## src/rtl/phy_bridge_pkg.sv

```systemverilog
package phy_bridge_pkg;
  typedef enum logic {
    ST_IDLE = 1'b0,
    ST_WAIT = 1'b1
  } brState_t;

  // Strobes from control to datapath.
  typedef struct packed {
    logic launch;   // latch command fields and write byte
    logic capture;  // store PHY read byte into data register
  } brStrobe_t;
endpackage

```

## src/rtl/phy_bridge_ctrl.sv

```systemverilog
module phy_bridge_ctrl
  import phy_bridge_pkg::*;
(
  input  logic      clk,
  input  logic      rstN,
  input  logic      cmdWrHit,
  input  logic      phyAck,
  input  logic      isWrite,
  output brStrobe_t strobe,
  output logic      busy
);
  brState_t stateQ, stateD;

  always_comb begin
    stateD = stateQ;
    strobe = '0;
    case (stateQ)
      ST_IDLE: begin
        if (cmdWrHit) begin
          strobe.launch = 1'b1;
          stateD = ST_WAIT;
        end
      end
      ST_WAIT: begin
        // Command writes are ignored here; only the acknowledge matters.
        if (phyAck) begin
          strobe.capture = !isWrite;
          stateD = ST_IDLE;
        end
      end
      default: stateD = ST_IDLE;
    endcase
  end

  always_ff @(posedge clk or negedge rstN) begin
    if (!rstN) stateQ <= ST_IDLE;
    else       stateQ <= stateD;
  end

  assign busy = (stateQ == ST_WAIT);
endmodule

```

## src/rtl/phy_bridge_dp.sv

```systemverilog
module phy_bridge_dp
  import phy_bridge_pkg::*;
#(
  parameter int BUS_DATA_W = 32,
  parameter int PHY_ADDR_W = 8,
  parameter int PHY_DATA_W = 8,
  parameter int WR_BIT     = 8,
  parameter int BUSY_BIT   = 9
) (
  input  logic                  clk,
  input  logic                  rstN,
  input  brStrobe_t             strobe,
  input  logic                  busy,
  input  logic                  dataWrHit,
  input  logic                  cmdRdSel,
  input  logic                  dataRdSel,
  input  logic                  busRdEn,
  input  logic [BUS_DATA_W-1:0] busWrData,
  input  logic [PHY_DATA_W-1:0] phyRdData,
  output logic [BUS_DATA_W-1:0] busRdData,
  output logic [PHY_ADDR_W-1:0] phyAddr,
  output logic                  phyWr,
  output logic [PHY_DATA_W-1:0] phyWrData,
  output logic                  isWrite,
  output logic [PHY_DATA_W-1:0] dataVal
);
  logic [PHY_ADDR_W-1:0] cmdOfsQ;
  logic                  cmdWrQ;
  logic [PHY_DATA_W-1:0] dataQ;
  logic [PHY_DATA_W-1:0] launchDataQ;
  logic [BUS_DATA_W-1:0] cmdWord, dataWord;
  logic                  unusedWrBits;

  assign unusedWrBits = ^busWrData;

  // Command fields and launch copy: loaded only when a transaction starts.
  always_ff @(posedge clk or negedge rstN) begin
    if (!rstN) begin
      cmdOfsQ     <= '0;
      cmdWrQ      <= 1'b0;
      launchDataQ <= '0;
    end else if (strobe.launch) begin
      cmdOfsQ     <= busWrData[PHY_ADDR_W-1:0];
      cmdWrQ      <= busWrData[WR_BIT];
      launchDataQ <= dataQ;
    end
  end

  // Data register: PHY capture takes priority over a host write.
  always_ff @(posedge clk or negedge rstN) begin
    if (!rstN)               dataQ <= '0;
    else if (strobe.capture) dataQ <= phyRdData;
    else if (dataWrHit)      dataQ <= busWrData[PHY_DATA_W-1:0];
  end

  always_comb begin
    cmdWord = '0;
    cmdWord[PHY_ADDR_W-1:0] = cmdOfsQ;
    cmdWord[WR_BIT]         = cmdWrQ;
    cmdWord[BUSY_BIT]       = busy;
    dataWord = '0;
    dataWord[PHY_DATA_W-1:0] = dataQ;
  end

  always_comb begin
    busRdData = '0;
    if (busRdEn) begin
      if (cmdRdSel)       busRdData = cmdWord;
      else if (dataRdSel) busRdData = dataWord;
    end
  end

  assign phyAddr   = cmdOfsQ;
  assign phyWr     = cmdWrQ;
  assign phyWrData = launchDataQ;
  assign isWrite   = cmdWrQ;
  assign dataVal   = dataQ;
endmodule

```

## src/rtl/phy_reg_bridge.sv

```systemverilog
module phy_reg_bridge
  import phy_bridge_pkg::*;
#(
  parameter int BUS_ADDR_W = 12,
  parameter int BUS_DATA_W = 32,
  parameter int PHY_ADDR_W = 8,
  parameter int PHY_DATA_W = 8,
  parameter int CMD_OFS    = 'h300,
  parameter int DATA_OFS   = 'h304,
  parameter int WR_BIT     = 8,
  parameter int BUSY_BIT   = 9
) (
  input  logic                  clk,
  input  logic                  rstN,
  input  logic                  busWrEn,
  input  logic                  busRdEn,
  input  logic [BUS_ADDR_W-1:0] busAddr,
  input  logic [BUS_DATA_W-1:0] busWrData,
  output logic [BUS_DATA_W-1:0] busRdData,
  output logic                  phyReq,
  output logic                  phyWr,
  output logic [PHY_ADDR_W-1:0] phyAddr,
  output logic [PHY_DATA_W-1:0] phyWrData,
  input  logic                  phyAck,
  input  logic [PHY_DATA_W-1:0] phyRdData
);
  localparam logic [BUS_ADDR_W-1:0] CmdAddr  = BUS_ADDR_W'(CMD_OFS);
  localparam logic [BUS_ADDR_W-1:0] DataAddr = BUS_ADDR_W'(DATA_OFS);

  logic                  cmdSel, dataSel, busy, isWrite;
  logic [PHY_DATA_W-1:0] dataVal;
  brStrobe_t             strobe;

  assign cmdSel  = (busAddr == CmdAddr);
  assign dataSel = (busAddr == DataAddr);

  phy_bridge_ctrl u_ctrl (
    .clk      (clk),
    .rstN     (rstN),
    .cmdWrHit (busWrEn && cmdSel),
    .phyAck   (phyAck),
    .isWrite  (isWrite),
    .strobe   (strobe),
    .busy     (busy)
  );

  phy_bridge_dp #(
    .BUS_DATA_W (BUS_DATA_W),
    .PHY_ADDR_W (PHY_ADDR_W),
    .PHY_DATA_W (PHY_DATA_W),
    .WR_BIT     (WR_BIT),
    .BUSY_BIT   (BUSY_BIT)
  ) u_dp (
    .clk       (clk),
    .rstN      (rstN),
    .strobe    (strobe),
    .busy      (busy),
    .dataWrHit (busWrEn && dataSel),
    .cmdRdSel  (cmdSel),
    .dataRdSel (dataSel),
    .busRdEn   (busRdEn),
    .busWrData (busWrData),
    .phyRdData (phyRdData),
    .busRdData (busRdData),
    .phyAddr   (phyAddr),
    .phyWr     (phyWr),
    .phyWrData (phyWrData),
    .isWrite   (isWrite),
    .dataVal   (dataVal)
  );

  assign phyReq = busy;
endmodule

```

## config.mk

```make
export PLATFORM = sky130hd
export DESIGN_NAME = phy_reg_bridge
export DESIGN_NICKNAME = d
export VERILOG_FILES = /design/src/rtl/phy_bridge_pkg.sv /design/src/rtl/phy_bridge_ctrl.sv /design/src/rtl/phy_bridge_dp.sv /design/src/rtl/phy_reg_bridge.sv
export SDC_FILE = /design/constraint.sdc
export NUM_CORES = 1
export LEC_CHECK = 0
export ABC_AREA = 1
export BUFFER_PORTS_ARGS = -buffer_cell sky130_fd_sc_hd__buf_4
export CORE_ASPECT_RATIO = 1.75
export CORE_MARGIN = 2
export CORE_UTILIZATION = 44
export DETAILED_ROUTE_END_ITERATION = 10
export PLACE_DENSITY = 0.85
export SYNTH_ARGS = -nofsm -noshare
export SYNTH_HDL_FRONTEND = slang
export SYNTH_SLANG_ARGS = --single-unit
```

## constraint.sdc

```tcl
create_clock -name clk -period 3.25 [get_ports clk]
set_input_delay 0.65 -clock clk [delete_from_list [all_inputs] [get_ports clk]]
set_output_delay 0.65 -clock clk [all_outputs]
set_load 0.02 [all_outputs]
```

# Word level (Yosys, flattened, before mapping)
# Index checks and enable logic that the tools add are counted.
# word_totals
inputBits	57
wordCells	23
regBits	26
ram_bits	0
memories	0
latch_bits	0
out_inout_bits	50
mem_bits_ro	0
# op_classes
bitwise_logic	1
n_eq_ne	2
reduce_logical	4
n_lt_le_gt_ge	0
shifts	0
n_mux	11
add_sub_neg	0
n_div	0
mul	0
# op_table
cell	count
32-bit two-way mux	2
12-bit by 10-bit == test with 1-bit output (second input constant)	2
8-bit two-way mux	3
1-bit two-way mux	5
1-bit logical AND	2
1-bit case mux with 2 select lines	1
2-bit nonzero test	1
1-bit logical NOT	1
1-bit NOT	1

# Logic depth before layout (Yosys ltp)
# logic_depth
depth_word	4
depth_mapped	8

# Modules after synthesis
# Synthesis repeated with hierarchy kept, for this count alone.
# unflattened
hier_cells	201
hier_area_um2	1497.7
# modules_own_cells
module	n_inst	area_each_um2	seq_area_each_um2	cells_each
phy_bridge_dp	1	1353.8	625.6	171
phy_reg_bridge	1	83.8	0.0	21
phy_bridge_ctrl	1	60.1	25.0	9

# Worst setup path after synthesis
# OpenSTA, ideal clock, no wires.
# synth_path
path_kind	input port to output port
startpoint	in busAddr[7]
endpoint	out busRdData[0]
arrival_time_ns	1.447
stages	7
required_time_ns	2.600
slack_ns	1.153
path_cell_list	nor2_1 > nand2_1 > nor2_4 > nand2_1 > nor2_4 > nand2_1 > nand2_1
# synth_via
elab_chain_cells	4
# synth_rtl
element	line	source
start, declared	phy_reg_bridge.sv:17	input logic [BUS_ADDR_W-1:0] busAddr,
12-bit by 10-bit == test with 1-bit output	phy_reg_bridge.sv:35	assign dataSel = (busAddr == DataAddr);
8-bit two-way mux	phy_bridge_dp.sv:69	else if (dataRdSel) busRdData = dataWord;
32-bit two-way mux (*)	phy_bridge_dp.sv:68	if (cmdRdSel) busRdData = cmdWord;
32-bit two-way mux (*)	phy_bridge_dp.sv:67	if (busRdEn) begin
end, declared	phy_reg_bridge.sv:19	output logic [BUS_DATA_W-1:0] busRdData,
# Mark *: on every way between the ends. The rest lies on a longest branch, timed or not.

# Final worst setup path
# layout_path
startpoint	in busAddr[1]
endpoint	out busRdData[6]
# Same word-level chain as after synthesis.

==> summary.txt <==
Power and ir drop
  – Logic pwr share: 0.142
  – Worst vdd ir: 0.2951 mV
  – Clock share of power: 0.330
  – PwrDens: 324.9 nW/um^2
  – Sw Pwr: 0.0001676 W
  – Switch share: 0.2590
  – Pint: 0.0004796 W
  – Seq pwr share: 0.528
  – Pleak: 1.156 nW

Worst setup path
  – Worst R2R Path Depth: 6
  – Setup crit end: busRdData[6]
  – Setup slack, reg-to-reg: 1820 ps
  – WS Path Type: in -> out
  – Setup crit start: busAddr[1]
  – Most frequent CP cell: nand2_1
  – CP endpoint kind: output port
  – Worst r2r src: u_dp.isWrite
  – Largest fanout on the critical path: 8
  – Crit path DAT: 1800 ps
  – R2r endpoint: u_dp.dataVal[5]
  – CP cell instances: buf_4, nor2_1, nand2_1, nor2_2, nand3_1, inv_2, nand2_1, nand2_1, buf_4
  – Max stage delay cell, worst path: nor2_2
  – Crit path required time: 2600 ps
  – Critical Path Start Type: input pin
  – Crit-path max cell delay: 220 ps

Synthesis
  – Syn Area/Cell: 7.809 um^2
  – Syn Inst Count: 199
  – Cell variety after synth: 21
  – Syn Std Cell Area: 1554 um^2
  – FFs w/ async S/R, synth: 1.000
  – Primary FF master, synth: dfrtp_1
  – Seq/Total Area, Yosys: 0.4187
  – Number of synthesized flops with an enable pin: 0
  – Flops & latches, synth: 26
  – Yosys warns: 0

Routing
  – Final wirelength: 3406 um
  – Vias per cell: 4.472
  – Wirelength per Cell: 11.24 um
  – DR iter-0 viols: 30
  – Residual DRC count: 0
  – Post-DRT Antenna Nets: 0
  – Drt pass-1 iters: 4
  – Routed vias: 1355

Clock network
  – Clock Tree Buf Depth: 2
  – H-tree depth: 1
  – Post-CTS Setup Bufs: 0
  – Clk root buf: clkbuf_8
  – TritonCTS clock tree: done
  – Hold_buf cts: 0
  – Post-cts resize count: 0
  – Total clock sinks: 26
  – Clk slew on worst S/H paths: 90 ps
  – CTS buffer count: 3
  – Worst-Skew Late Latency: 270 ps

Floorplan
  – Die W: 48.93 um
  – Starting Density: 0.4573
  – Number of top-level pins: 107
  – Die area: 4042 um^2
  – Rows: 28
  – Chip height: 82.62 um
  – Core area: 3398 um^2

Worst hold path
  – Hold Crit Class: in -> async

STA
  – Setup_tns: 0 ps
  – RSZ-0062 raised after global routing: no
  – Final setup fails: 0
  – Max-slew violations: 0
  – WHS: 268.1 ps
  – Tcrit/Tclk final: 0.7538
  – Achievable Freq: 408.2 MHz
  – Worst-margin pin slew: 507.0 ps
  – Minimum clock period: 2450 ps
  – Hold Fails Final Rpt: 0
  – Clk_skew: 3.844 ps
  – Rel. slew slack: 0.6616

Global routing
  – Largest net degree at the start of global routing: 36
  – First-pass GRT wire length: 5451 um
  – Total track usage: 0.1762
  – Gr ovfl total: 0
  – Number of global-route vias before repair: 1249
  – Initial antenna violation count: 0

Placement
  – Global placer's final weighted congestion: 0.7927
  – Port Buffer Count: 61
  – DPL Wire Length: 2665 um
  – Cells after DPL: 299
  – Post-DP Area: 1937 um^2

Final layout
  – Area delta synth->final: 28.18%
  – Util after Layout: 0.5862
  – Design area: 1992 um^2
  – Post-Layout Cell Count: 303
  – Final #Nets: 316
  – Register Area: 650.6 um^2
  – Area of the multi-input gates: 681.9 um^2
  – Fillers: 338
  – Diode count: 0
  – Share of cells above drive strength 1: 0.3333

Status
  – Status: completed

Flow run
  – Max-cap violations: 0
[layer usage]
layer | vias up | share of wire | global-route usage
met3 | 8 | 0.058 | 0.02518
met5 | - | 0 | 0
li1 | 681 | - | -
met4 | 0 | 0.034 | 0.1029
met2 | 70 | 0.55 | 0.3466
met1 | 596 | 0.35 | 0.1737
[cell usage after synthesis (2+ instances only)]
master,count,area share
nor2_1,15,0.036
nor2_2,2,0.0081
dfrtp_1,26,0.42
nand3_1,9,0.029
a21oi_1,8,0.026
o21ai_1,5,0.016
nand2_1,63,0.15
nand3_2,2,0.013
o21ai_2,12,0.068
inv_1,23,0.056
buf_4,22,0.11
buf_6,2,0.014
nor2_4,2,0.014
[worst min path at each step]
stage	from	to	cells past startpoint
after CTS	rstN	u_dp.phyAddr[0]	1
after global routing	rstN	u_dp.phyAddr[0]	1
after detailed placement	u_dp.phyWrData[3]	u_dp.phyWrData[3]	2
final	rstN	u_dp.phyAddr[0]	1
after floorplan	rstN	u_ctrl.busy	0
after global placement	u_dp.phyWrData[1]	u_dp.phyWrData[1]	2
[worst max-delay path, delay by kind of cell]
family	cells	cell delay [ps]
buffers and inverters	3	420
AND/OR/NAND/NOR	6	730
[final cells by class]
class,instances,area share
clock buffer,4,0.02764
inverter,24,0.04523
multi-input combinational,143,0.3423
sequential,26,0.3266
tap,45,0.02827
timing repair buffer,61,0.2299
[cell families (layout without fill, tap and decap cells)]
logic type / Yosys count / in the layout / share of synthesized area
AOI/OAI and AO/OA: 26 / 26 / 0.1127
buffers and inverters: 51 / 89 / 0.1932
DFF: 26 / 26 / 0.4187
other: 1 / 22 / 0.002413
and+or+nand+nor: 95 / 95 / 0.2729
[cell usage in the layout, fill, tap and decap left out, types with 4 or more instances in the layout]
master    Yosys  layout
nand2_1      63      63
buf_4        22      61
dfrtp_1      26      26
inv_1        23      23
conb_1        1      22
nor2_1       15      15
o21ai_2      12      12
nand3_1       9       9
a21oi_1       8       8
o21ai_1       5       5
clkbuf_8      1       4
[power by group through the flow]
stage | registers (W) | clock network (W) | logic (W)
after global routing | 0.000343 | 0.000226 | 0.000102
final | 0.000342 | 0.000214 | 0.0000916
after detailed placement | 0.000348 | 0 | 0.0000920
after floorplan | 0.000347 | 0 | 0.0000690
after global placement | 0.000348 | 0 | 0.0000903
after CTS | 0.000342 | 0.000215 | 0.0000925
[stage by stage]
stage	total power (W)	setup WS [ps]
6_report	0.0006473	800.0
3_5_place_dp	0.0004404	785.3
5_1_grt	0.0006713	710.7
4_1_cts	0.0006493	778.8
3_3_place_gp	0.0004380	843.5
2_1_floorplan	0.0004162	1153
[registers in the layout, summed over array words and instances, names as in the netlist]
signal / flops
u_dp.dataVal: 8
u_dp.phyAddr: 8
u_dp.phyWrData: 8
u_ctrl.busy: 1
u_dp.isWrite: 1
No activity file was read; power rests on OpenSTA's default activity.
